File: config.mk
export PLATFORM = sky130hd
export DESIGN_NAME = rdbk_serializer
export DESIGN_NICKNAME = d
export VERILOG_FILES = /design/src/rtl/rdbk_pkg.sv /design/src/rtl/rdbk_trig_sync.sv /design/src/rtl/rdbk_capture.sv /design/src/rtl/rdbk_crc.sv /design/src/rtl/rdbk_serializer.sv
export SDC_FILE = /design/constraint.sdc
export NUM_CORES = 1
export LEC_CHECK = 0
export BUFFER_PORTS_ARGS = -buffer_cell sky130_fd_sc_hd__buf_4
export CORE_MARGIN = 2
export CORE_UTILIZATION = 46
export CTS_BUF_LIST = sky130_fd_sc_hd__clkbuf_16
export DETAILED_ROUTE_END_ITERATION = 8
export PLACE_DENSITY_LB_ADDON = 0.3
export REMOVE_ABC_BUFFERS = 1
export SLEW_MARGIN = 5
export SYNTH_ARGS = -nofsm -noshare
export SYNTH_HDL_FRONTEND = slang
export SYNTH_SLANG_ARGS = --single-unit
File: constraint.sdc
create_clock -name clk -period 3.6 [get_ports clk]
set_input_delay 0.72 -clock clk [delete_from_list [all_inputs] [get_ports clk]]
set_output_delay 0.72 -clock clk [all_outputs]
set_load 0.01 [all_outputs]
File: src/rtl/rdbk_pkg.sv
package rdbk_pkg;
  typedef enum logic [2:0] {
    PH_IDLE, PH_FILL, PH_START, PH_DATA, PH_CHECK, PH_FSTART, PH_CRC, PH_DONE
  } rdbk_phase_e;

  localparam int FILL_N       = 5;
  localparam int LEAD_ONES    = 2;
  localparam int CHECK_N      = 4;
  localparam int LAST_CHECK_N = 7;
  localparam int CRC_W        = 11;
  localparam logic [CRC_W-1:0] CRC_POLY = 11'h385;
endpackage

File: src/rtl/rdbk_trig_sync.sv
module rdbk_trig_sync #(
  parameter int STAGES = 2
) (
  input  logic clk,
  input  logic rst,
  input  logic trig_in,
  output logic rise
);
  logic sync_q [STAGES];
  logic last_q;

  always_ff @(posedge clk) begin
    if (rst) sync_q[0] <= 1'b0;
    else     sync_q[0] <= trig_in;
  end

  generate
    for (genvar i = 1; i < STAGES; i++) begin : g_stage
      always_ff @(posedge clk) begin
        if (rst) sync_q[i] <= 1'b0;
        else     sync_q[i] <= sync_q[i-1];
      end
    end
  endgenerate

  always_ff @(posedge clk) begin
    if (rst) last_q <= 1'b0;
    else     last_q <= sync_q[STAGES-1];
  end

  assign rise = sync_q[STAGES-1] & ~last_q;
endmodule

File: src/rtl/rdbk_capture.sv
module rdbk_capture #(
  parameter int W = 16
) (
  input  logic         clk,
  input  logic         rst,
  input  logic         load,
  input  logic         mode_in,
  input  logic [W-1:0] state_in,
  output logic         mode_q,
  output logic [W-1:0] inv_q
);
  always_ff @(posedge clk) begin
    if (rst) begin
      mode_q <= 1'b0;
      inv_q  <= '0;
    end else if (load) begin
      mode_q <= mode_in;
      inv_q  <= mode_in ? ~state_in : '0;
    end
  end
endmodule

File: src/rtl/rdbk_crc.sv
module rdbk_crc #(
  parameter int           W    = 11,
  parameter logic [W-1:0] POLY = 11'h385
) (
  input  logic         clk,
  input  logic         rst,
  input  logic         clear,
  input  logic         shift,
  input  logic         din,
  output logic [W-1:0] crc_q
);
  logic [W-1:0] crc_next;

  always_comb begin
    crc_next = {crc_q[W-2:0], 1'b0} ^ ({W{crc_q[W-1] ^ din}} & POLY);
  end

  always_ff @(posedge clk) begin
    if (rst || clear) crc_q <= '0;
    else if (shift)   crc_q <= crc_next;
  end
endmodule

File: src/rtl/rdbk_serializer.sv
module rdbk_serializer
  import rdbk_pkg::*;
#(
  parameter int NUM_FRAMES = 4,
  parameter int FRAME_BITS = 16,
  parameter int CAP_LO     = 4,
  parameter int CAP_N      = 4,
  parameter int SYNC_STAGES = 2,
  localparam int FA_W  = (NUM_FRAMES > 1) ? $clog2(NUM_FRAMES) : 1,
  localparam int CAP_W = NUM_FRAMES * CAP_N
) (
  input  logic                  clk,
  input  logic                  rst,
  input  logic                  trig_in,
  input  logic                  cap_mode,
  input  logic [CAP_W-1:0]      cap_state,
  output logic                  mem_rd,
  output logic [FA_W-1:0]       mem_addr,
  input  logic [FRAME_BITS-1:0] mem_rdata,
  output logic                  rip,
  output logic                  sdo
);
  localparam int IDX_W = $clog2(FRAME_BITS + LAST_CHECK_N + CRC_W);
  localparam int BI_W  = (FRAME_BITS > 1) ? $clog2(FRAME_BITS) : 1;
  localparam int CI_W  = (CAP_W > 1) ? $clog2(CAP_W) : 1;

  localparam logic [IDX_W-1:0] FILL_LAST  = IDX_W'(FILL_N - 1);
  localparam logic [IDX_W-1:0] DATA_LAST  = IDX_W'(FRAME_BITS - 1);
  localparam logic [IDX_W-1:0] CHK_LAST   = IDX_W'(CHECK_N - 1);
  localparam logic [IDX_W-1:0] TAIL_LAST  = IDX_W'(LAST_CHECK_N - 1);
  localparam logic [IDX_W-1:0] CRC_LAST   = IDX_W'(CRC_W - 1);
  localparam logic [IDX_W-1:0] LEAD_END   = IDX_W'(LEAD_ONES);
  localparam logic [IDX_W-1:0] CAP_FIRST  = IDX_W'(CAP_LO);
  localparam logic [IDX_W-1:0] CAP_END    = IDX_W'(CAP_LO + CAP_N);
  localparam logic [FA_W-1:0]  FRAME_LAST = FA_W'(NUM_FRAMES - 1);

  rdbk_phase_e           phase_q;
  logic [IDX_W-1:0]      idx_q;
  logic [FA_W-1:0]       frame_q;
  logic [FRAME_BITS-1:0] fbuf_q;
  logic                  sdo_q, rip_q, rd_q;
  logic [FA_W-1:0]       addr_q;

  logic                  trig_rise;
  logic                  start_go;
  logic                  cap_mode_q;
  logic [CAP_W-1:0]      cap_inv_q;
  logic [CRC_W-1:0]      crc_q;
  logic                  cur_bit;
  logic                  crc_shift;
  logic                  data_bit;
  logic [FRAME_BITS-1:0] word;
  logic [CI_W-1:0]       cap_sel;
  logic [3:0]            crc_sel;
  logic                  in_cap, in_lead, last_frame;

  rdbk_trig_sync #(.STAGES(SYNC_STAGES)) u_sync (
    .clk(clk), .rst(rst), .trig_in(trig_in), .rise(trig_rise)
  );

  assign start_go = trig_rise && (phase_q == PH_IDLE);

  rdbk_capture #(.W(CAP_W)) u_cap (
    .clk(clk), .rst(rst), .load(start_go), .mode_in(cap_mode),
    .state_in(cap_state), .mode_q(cap_mode_q), .inv_q(cap_inv_q)
  );

  rdbk_crc #(.W(CRC_W), .POLY(CRC_POLY)) u_crc (
    .clk(clk), .rst(rst), .clear(start_go), .shift(crc_shift),
    .din(cur_bit), .crc_q(crc_q)
  );

  // Bit selection for the data field of the current frame
  always_comb begin
    word       = (idx_q == '0) ? mem_rdata : fbuf_q;
    last_frame = (frame_q == FRAME_LAST);
    in_lead    = (frame_q == '0) && (idx_q < LEAD_END);
    in_cap     = (idx_q >= CAP_FIRST) && (idx_q < CAP_END);
    cap_sel    = CI_W'(frame_q) * CI_W'(CAP_N) + CI_W'(idx_q - CAP_FIRST);
    crc_sel    = 4'(CRC_W - 1) - idx_q[3:0];
    if (in_lead)                  data_bit = 1'b1;
    else if (in_cap && cap_mode_q) data_bit = cap_inv_q[cap_sel];
    else                          data_bit = word[idx_q[BI_W-1:0]];
  end

  always_comb begin
    unique case (phase_q)
      PH_START, PH_FSTART: cur_bit = 1'b0;
      PH_DATA:             cur_bit = data_bit;
      PH_CRC:              cur_bit = crc_q[crc_sel];
      default:             cur_bit = 1'b1;
    endcase
    crc_shift = (phase_q == PH_FILL) || (phase_q == PH_START) ||
                (phase_q == PH_DATA) || (phase_q == PH_CHECK);
  end

  // Frame sequencer
  always_ff @(posedge clk) begin
    if (rst) begin
      phase_q <= PH_IDLE;
      idx_q   <= '0;
      frame_q <= '0;
      fbuf_q  <= '0;
      sdo_q   <= 1'b1;
      rip_q   <= 1'b0;
      rd_q    <= 1'b0;
      addr_q  <= '0;
    end else begin
      rd_q <= 1'b0;
      if (phase_q != PH_IDLE) sdo_q <= cur_bit;
      unique case (phase_q)
        PH_IDLE: begin
          if (start_go) begin
            phase_q <= PH_FILL;
            idx_q   <= '0;
            frame_q <= '0;
            rip_q   <= 1'b1;
          end
        end
        PH_FILL: begin
          if (idx_q == FILL_LAST) begin
            phase_q <= PH_START;
            idx_q   <= '0;
            rd_q    <= 1'b1;
            addr_q  <= frame_q;
          end else begin
            idx_q <= idx_q + 1'b1;
          end
        end
        PH_START: begin
          phase_q <= PH_DATA;
          idx_q   <= '0;
        end
        PH_DATA: begin
          if (idx_q == '0) fbuf_q <= mem_rdata;
          if (idx_q == DATA_LAST) begin
            phase_q <= PH_CHECK;
            idx_q   <= '0;
          end else begin
            idx_q <= idx_q + 1'b1;
          end
        end
        PH_CHECK: begin
          if (idx_q == (last_frame ? TAIL_LAST : CHK_LAST)) begin
            idx_q <= '0;
            if (last_frame) begin
              phase_q <= PH_FSTART;
            end else begin
              phase_q <= PH_START;
              frame_q <= frame_q + 1'b1;
              rd_q    <= 1'b1;
              addr_q  <= frame_q + 1'b1;
            end
          end else begin
            idx_q <= idx_q + 1'b1;
          end
        end
        PH_FSTART: begin
          phase_q <= PH_CRC;
          idx_q   <= '0;
        end
        PH_CRC: begin
          if (idx_q == CRC_LAST) phase_q <= PH_DONE;
          else                   idx_q   <= idx_q + 1'b1;
        end
        PH_DONE: begin
          phase_q <= PH_IDLE;
          rip_q   <= 1'b0;
          sdo_q   <= 1'b1;
        end
        default: phase_q <= PH_IDLE;
      endcase
    end
  end

  assign sdo      = sdo_q;
  assign rip      = rip_q;
  assign mem_rd   = rd_q;
  assign mem_addr = addr_q;
endmodule

Yosys cells after proc, flatten, opt, wreduce, memory -nomap -nowiden. Memories as Yosys holds them, arrays and structs flattened. Cells that the tools add are included.

Register bits after elaboration: 61. Bits in writable memories: 2. Memories: 1. Output and inout bits: 5.

Memories: u_sync.sync_q (words 2, width 1, read ports 2, clocked after Yosys merged registers in 0, write ports 2, line rdbk_trig_sync.sv:9) `logic sync_q [STAGES];`.

Add/sub/neg operators: 5. Reduce and logical (&&, ||, !) cells: 23. Magnitude comparators: 6. Equal/unequal tests: 19. Bitwise logic cells: 7. Muxes and demuxes: 42.

Operators by type and width (number): 6-bit case mux with 6 select lines (1); 16-bit two-way mux (2); 6-bit two-way mux (5); 3-bit case mux with 8 select lines (1); 3-bit two-way mux (7); 16-bit NOT (1); 4-bit by 5-bit less-than comparator with 1-bit output (second input constant) (3); 1-bit two-way mux (14); 1-bit binary-select mux with 4-bit select (3); 3-bit == test (second input constant) (4); 6-bit by 4-bit == test with 1-bit output (second input constant) (2); 11-bit by 10-bit XOR with 11-bit output (1); 2-bit two-way mux (4); 2-bit by 1-bit != test with 1-bit output (second input constant) (4); 2-bit case mux with 2 select lines (2); 4-bit AND reduction (2); 6-bit by 1-bit adder with 6-bit output (second input constant) (1); 3-bit by 2-bit == test with 1-bit output (second input constant) (2); 6-bit by 3-bit == test with 1-bit output (1); 6-bit by 3-bit == test with 1-bit output (second input constant) (1); 6-bit by 3-bit greater-or-equal comparator with 1-bit output (second input constant) (1); 6-bit zero test (1); 6-bit by 2-bit less-than comparator with 1-bit output (second input constant) (1); 6-bit by 4-bit less-than comparator with 1-bit output (second input constant) (1); 24 further kinds (37).

Logic depth before layout (Yosys ltp).
Depth in word-level cells: 9. Depth in mapped cells: 13.

Hierarchy. Synthesis repeated with hierarchy kept, for this count alone.

Cells, all modules: 373. Area, all modules: 3517.1 µm².

Modules (own cells, without submodules): rdbk_serializer (area each 2254.7 µm², cells each 254, seq. area each 640.6 µm², instances 1); rdbk_capture (area each 659.4 µm², cells each 57, seq. area each 340.3 µm², instances 1); rdbk_crc (area each 515.5 µm², cells each 55, seq. area each 220.2 µm², instances 1); rdbk_trig_sync (area each 87.6 µm², cells each 7, seq. area each 60.1 µm², instances 1).

Least setup slack after synthesis. No wires, ideal clock.

Kind: flip-flop to flip-flop. Start: reg idx_q[1]. End: reg u_crc.crc_q[0]. Setup slack: 0.887 ns. Setup time: 0.134 ns. Data arrival time: 2.578 ns. Buffers on the path: 3. Required time: 3.466 ns. Stages on the path, launching flop included: 14. Path through: dfxtp_1 buf_2 buf_4 inv_1 ha_1 buf_6 mux2i_1 mux4_2 o22ai_2 a21oi_2 a31oi_4 and2_4 xnor2_1 a211oi_2.

Longest elaborated chain between the ends: 9. Elaborated cells between the ends (all ways): 22. Those cells by class: add/sub (3); order compare (3); mux (10); bitwise (2); reduce/logical (4).

Ends and longest elaborated chain: from (decl) (line rdbk_serializer.sv:38) `logic [IDX_W-1:0] idx_q;`; from (signal assigned) (line rdbk_serializer.sv:127) `idx_q <= idx_q + 1'b1;`; from (signal assigned) (line rdbk_serializer.sv:140) `idx_q <= idx_q + 1'b1;`; from (signal assigned) (line rdbk_serializer.sv:155) `idx_q <= idx_q + 1'b1;`; 4-bit by 3-bit subtractor with 4-bit output / 6-bit zero test (equally long branches) (line rdbk_serializer.sv:79, rdbk_serializer.sv:75); 4-bit adder / 16-bit two-way mux (equally long branches); 1-bit binary-select mux with 4-bit select, on equally long branches (line rdbk_serializer.sv:82, rdbk_serializer.sv:83); 1-bit two-way mux, on equally long branches (line rdbk_serializer.sv:82, rdbk_serializer.sv:83); 1-bit two-way mux (line rdbk_serializer.sv:82) `else if (in_cap && cap_mode_q) data_bit = cap_inv_q[cap_sel];`; 1-bit two-way mux (line rdbk_serializer.sv:81) `if (in_lead) data_bit = 1'b1;`; 1-bit case mux with 3 select lines * (line rdbk_serializer.sv:87) `unique case (phase_q)`; 1-bit XOR * (line rdbk_crc.sv:15) `crc_next = {crc_q[W-2:0], 1'b0} ^ ({W{crc_q[W-1] ^ din}} & POLY);`; 11-bit by 10-bit XOR with 11-bit output * (line rdbk_crc.sv:15); to (signal assigned) (line rdbk_crc.sv:20) `else if (shift) crc_q <= crc_next;`; to (decl) (line rdbk_crc.sv:10) `output logic [W-1:0] crc_q`.

Mark *: on every way between the ends. The rest lies on a longest branch, timed or not. The select of a mux whose other input is x is not followed. A chain may end at the register's enable or synchronous reset.

Final worst setup path.
Start: reg idx_q[2]. End: reg u_crc.crc_q[0].

Same word-level chain as after synthesis.

==> impl_metrics.tcl <==
set metrics [dict create \
    clock_power_share_pct 46.2 \
    routabilityCongestion 0.878 \
    dieArea_um2 7870 \
    cts_sinks 63 \
    rows 30 \
    seqCellArea_um2 1260 \
    ir_worst_vdd_mv 0.308 \
    critPathCaptureType "flop" \
    ys_types 56 \
    grt_pass1_wl_mm 12.1 \
    hold_end "u_sync.sync_q[1]" \
    route.detailed.drc 0 \
    power.share.combinational_pct 13.5 \
    wl_mm 7.21 \
    max_freq_ghz 0.303 \
    postCtsSetupBuffers 0 \
    multiInputGateArea_um2 1880 \
    r2r_start "idx_q[2]" \
    first_global_vias 2674 \
    nets 467 \
    cp.arrival_ns 3.55 \
    hold_buffers 0 \
    cp.required_ns 3.85 \
    die_w_um 88.7 \
    core_area_um2 6870 \
    yosys.area.top_type_share_pct 38.2 \
    yosysWarnings 0 \
    p_int_mw 1.37 \
    path_class "reg -> reg" \
    via_per_inst 5.51 \
    reg2reg_slack_ns 0.30 \
    p_seq_share_pct 40.2 \
    p_leak_nw 1.44 \
    period_needed_ns 3.30 \
    start_util_pct 48.1 \
    p_sw_share_pct 25.5 \
    yosysTopAreaCell "dfxtp_1" \
    final_antenna_net_count 0 \
    clk_path_buf_depth 2 \
    synthTopCellsByArea "dfxtp_1 (38%), nand2_1 (9.4%), a21oi_1 (6.4%)" \
    syn_inst 396 \
    diodes 0 \
    timing.final.crit_share_pct 91.7 \
    area_delta_synth_final_pct 18.5 \
    hold_ws_ns 0.442 \
    finalHoldViolations 0 \
    syn_area_um2 3300 \
    setup_viol 0 \
    clock_latency_ns 0.33 \
    first_pass_iters 5 \
    yosysSeqAreaShare_pct 38.2 \
    reg2regPathDepth 10 \
    final_common_cell "nand2_1" \
    overflow 0 \
    synth_edf_count 0 \
    status "completed" \
    async_reset_ff_share_pct 0 \
    cts_buffers 9 \
    rsz0062_at_grt "false" \
    worstPathMaxFanout 19 \
    tightest_slew_ns 1.05 \
    cts_resized 0 \
    antenna_found_initial 0 \
    drtIter0Drc 183 \
    maxCapViolCount 0 \
    drv_slew 0 \
    slew_headroom_pct 29.8 \
    ys_ff_latch 63 \
    crit_start "idx_q[2]" \
    min-delay-path-class "reg -> reg" \
    r2r-end "u_crc.crc_q[0]" \
    most-common-layout-cells "nand2_1 (83), dfxtp_1 (63), buf_4 (43)" \
    cp-start-kind "flop" \
    ioPinCount 41 \
    cts-htree-levels 3 \
    hpwlAfterDp_mm 4.92 \
    grt_max_degree 35 \
    routedWlPerCell_um 13.7 \
    synth_area_per_cell_um2 8.34 \
    vias 2892 \
    fill_cells 624 \
    port_buffers 40 \
    min_from "u_sync.sync_q[0]" \
    setup_tns_ns 0 \
    power_switching_mw 0.471 \
    track_usage_pct 19.9 \
    cts-root-buf "clkbuf_16" \
    p_per_area_nw_per_um2 471 \
    drive_gt1_share_pct 18.9 \
    path_clk_slew_ns 0.05 \
    worstHoldPathCells 1 \
    dieHeight_um 88.7 \
    ys.flop_type "dfxtp_1" \
    clock_skew_ns 0.00988 \
    cts_tree "done" \
]
## stage by stage
| stage | setup slack (ns) | area [um^2] | utilization, % | std cells | power, mW |
|---|---|---|---|---|---|
| final | 0.297 | 3910 | 57.0 | 525 | 1.84 |
| after global placement | 0.611 | 3610 | 52.6 | 509 | 1.00 |
| after floorplan | 0.795 | 3170 | - | 370 | 0.914 |
| after CTS | 0.346 | 3910 | 57.0 | 525 | 1.86 |
| after detailed placement | 0.372 | 3610 | 52.6 | 509 | 1.00 |
| after global routing | 0.0869 | 3910 | 57.0 | 525 | 1.92 |
## registers in the layout (all words and copies together) (netlist names)
signal	count
fbuf_q	16
u_cap.inv_q	16
u_crc.crc_q	11
idx_q	6
phase_q	3
frame_q	2
mem_addr	2
u_sync.sync_q	2
mem_rd	1
rip	1
sdo	1
u_cap.mode_q	1
u_sync.last_q	1
## power groups by stage
stage / Combinational (mW) / Sequential [mW] / Clock (mW)
3_5_place_dp: 0.248 / 0.756 / 0
4_1_cts: 0.250 / 0.741 / 0.873
6_report: 0.250 / 0.742 / 0.853
2_1_floorplan: 0.151 / 0.763 / 0
5_1_grt: 0.276 / 0.744 / 0.896
3_3_place_gp: 0.244 / 0.756 / 0
## layer usage
layer	wire, um	vias up	global-route usage, %
li1	-	1448	-
met1	3350	1346	26.2
met2	3330	82	31.1
met3	372	16	4.01
met4	150	0	9.92
met5	0	-	0
## synth_stat cells (4+ instances only)
| cell type | count |
|---|---|
| nand3_1 | 4 |
| buf_4 | 4 |
| nor3_1 | 10 |
| mux2i_1 | 16 |
| nor2_1 | 30 |
| and3_2 | 4 |
| nand4_1 | 6 |
| o21ai_0 | 24 |
| nor2b_1 | 5 |
| clkbuf_1 | 15 |
| a21oi_1 | 42 |
| inv_1 | 6 |
| xnor2_1 | 8 |
| dfxtp_1 | 63 |
| nand2_1 | 83 |
| ha_1 | 7 |
| mux4_2 | 6 |
| xor2_1 | 4 |
## how the worst max path moves through the flow
stage,to,cells past startpoint
after CTS,u_crc.crc_q[0],10
after floorplan,u_crc.crc_q[0],10
after detailed placement,u_crc.crc_q[0],10
after global routing,u_crc.crc_q[0],10
after global placement,u_crc.crc_q[0],10
final,u_crc.crc_q[0],10
## worst max-delay path: stages (launching register included)
cell and delay (ns):
dfxtp_1 0.69, clkinv_1 0.41, ha_1 0.50, mux4_2 0.34, mux2i_1 0.14, nor3_1 0.07
nor3_1 0.27, nand3_2 0.24, and2_4 0.21, xnor2_1 0.12, a211oi_2 0.22
## final cells by class
class | count | area share [%]
sequential | 63 | 32.2
timing repair buffer | 43 | 8.25
clock inverter | 7 | 1.89
inverter | 7 | 0.672
tap | 96 | 3.07
multi-input combinational | 300 | 48.1
clock buffer | 9 | 5.76
## cell families (layout without fill, tap and decap cells)
logic type      after synthesis  after routing  synth area share, %
compound gates               94             94                 17.2
xor+xnor                     13             13                 3.87
fa+ha+maj                     7              7                 2.65
buf+inv                      33             66                 4.77
flops                        63             63                 38.2
mux                          26             26                 11.2
simple gates                160            160                 22.1
Note: power is estimated with default switching activity, not from simulation.
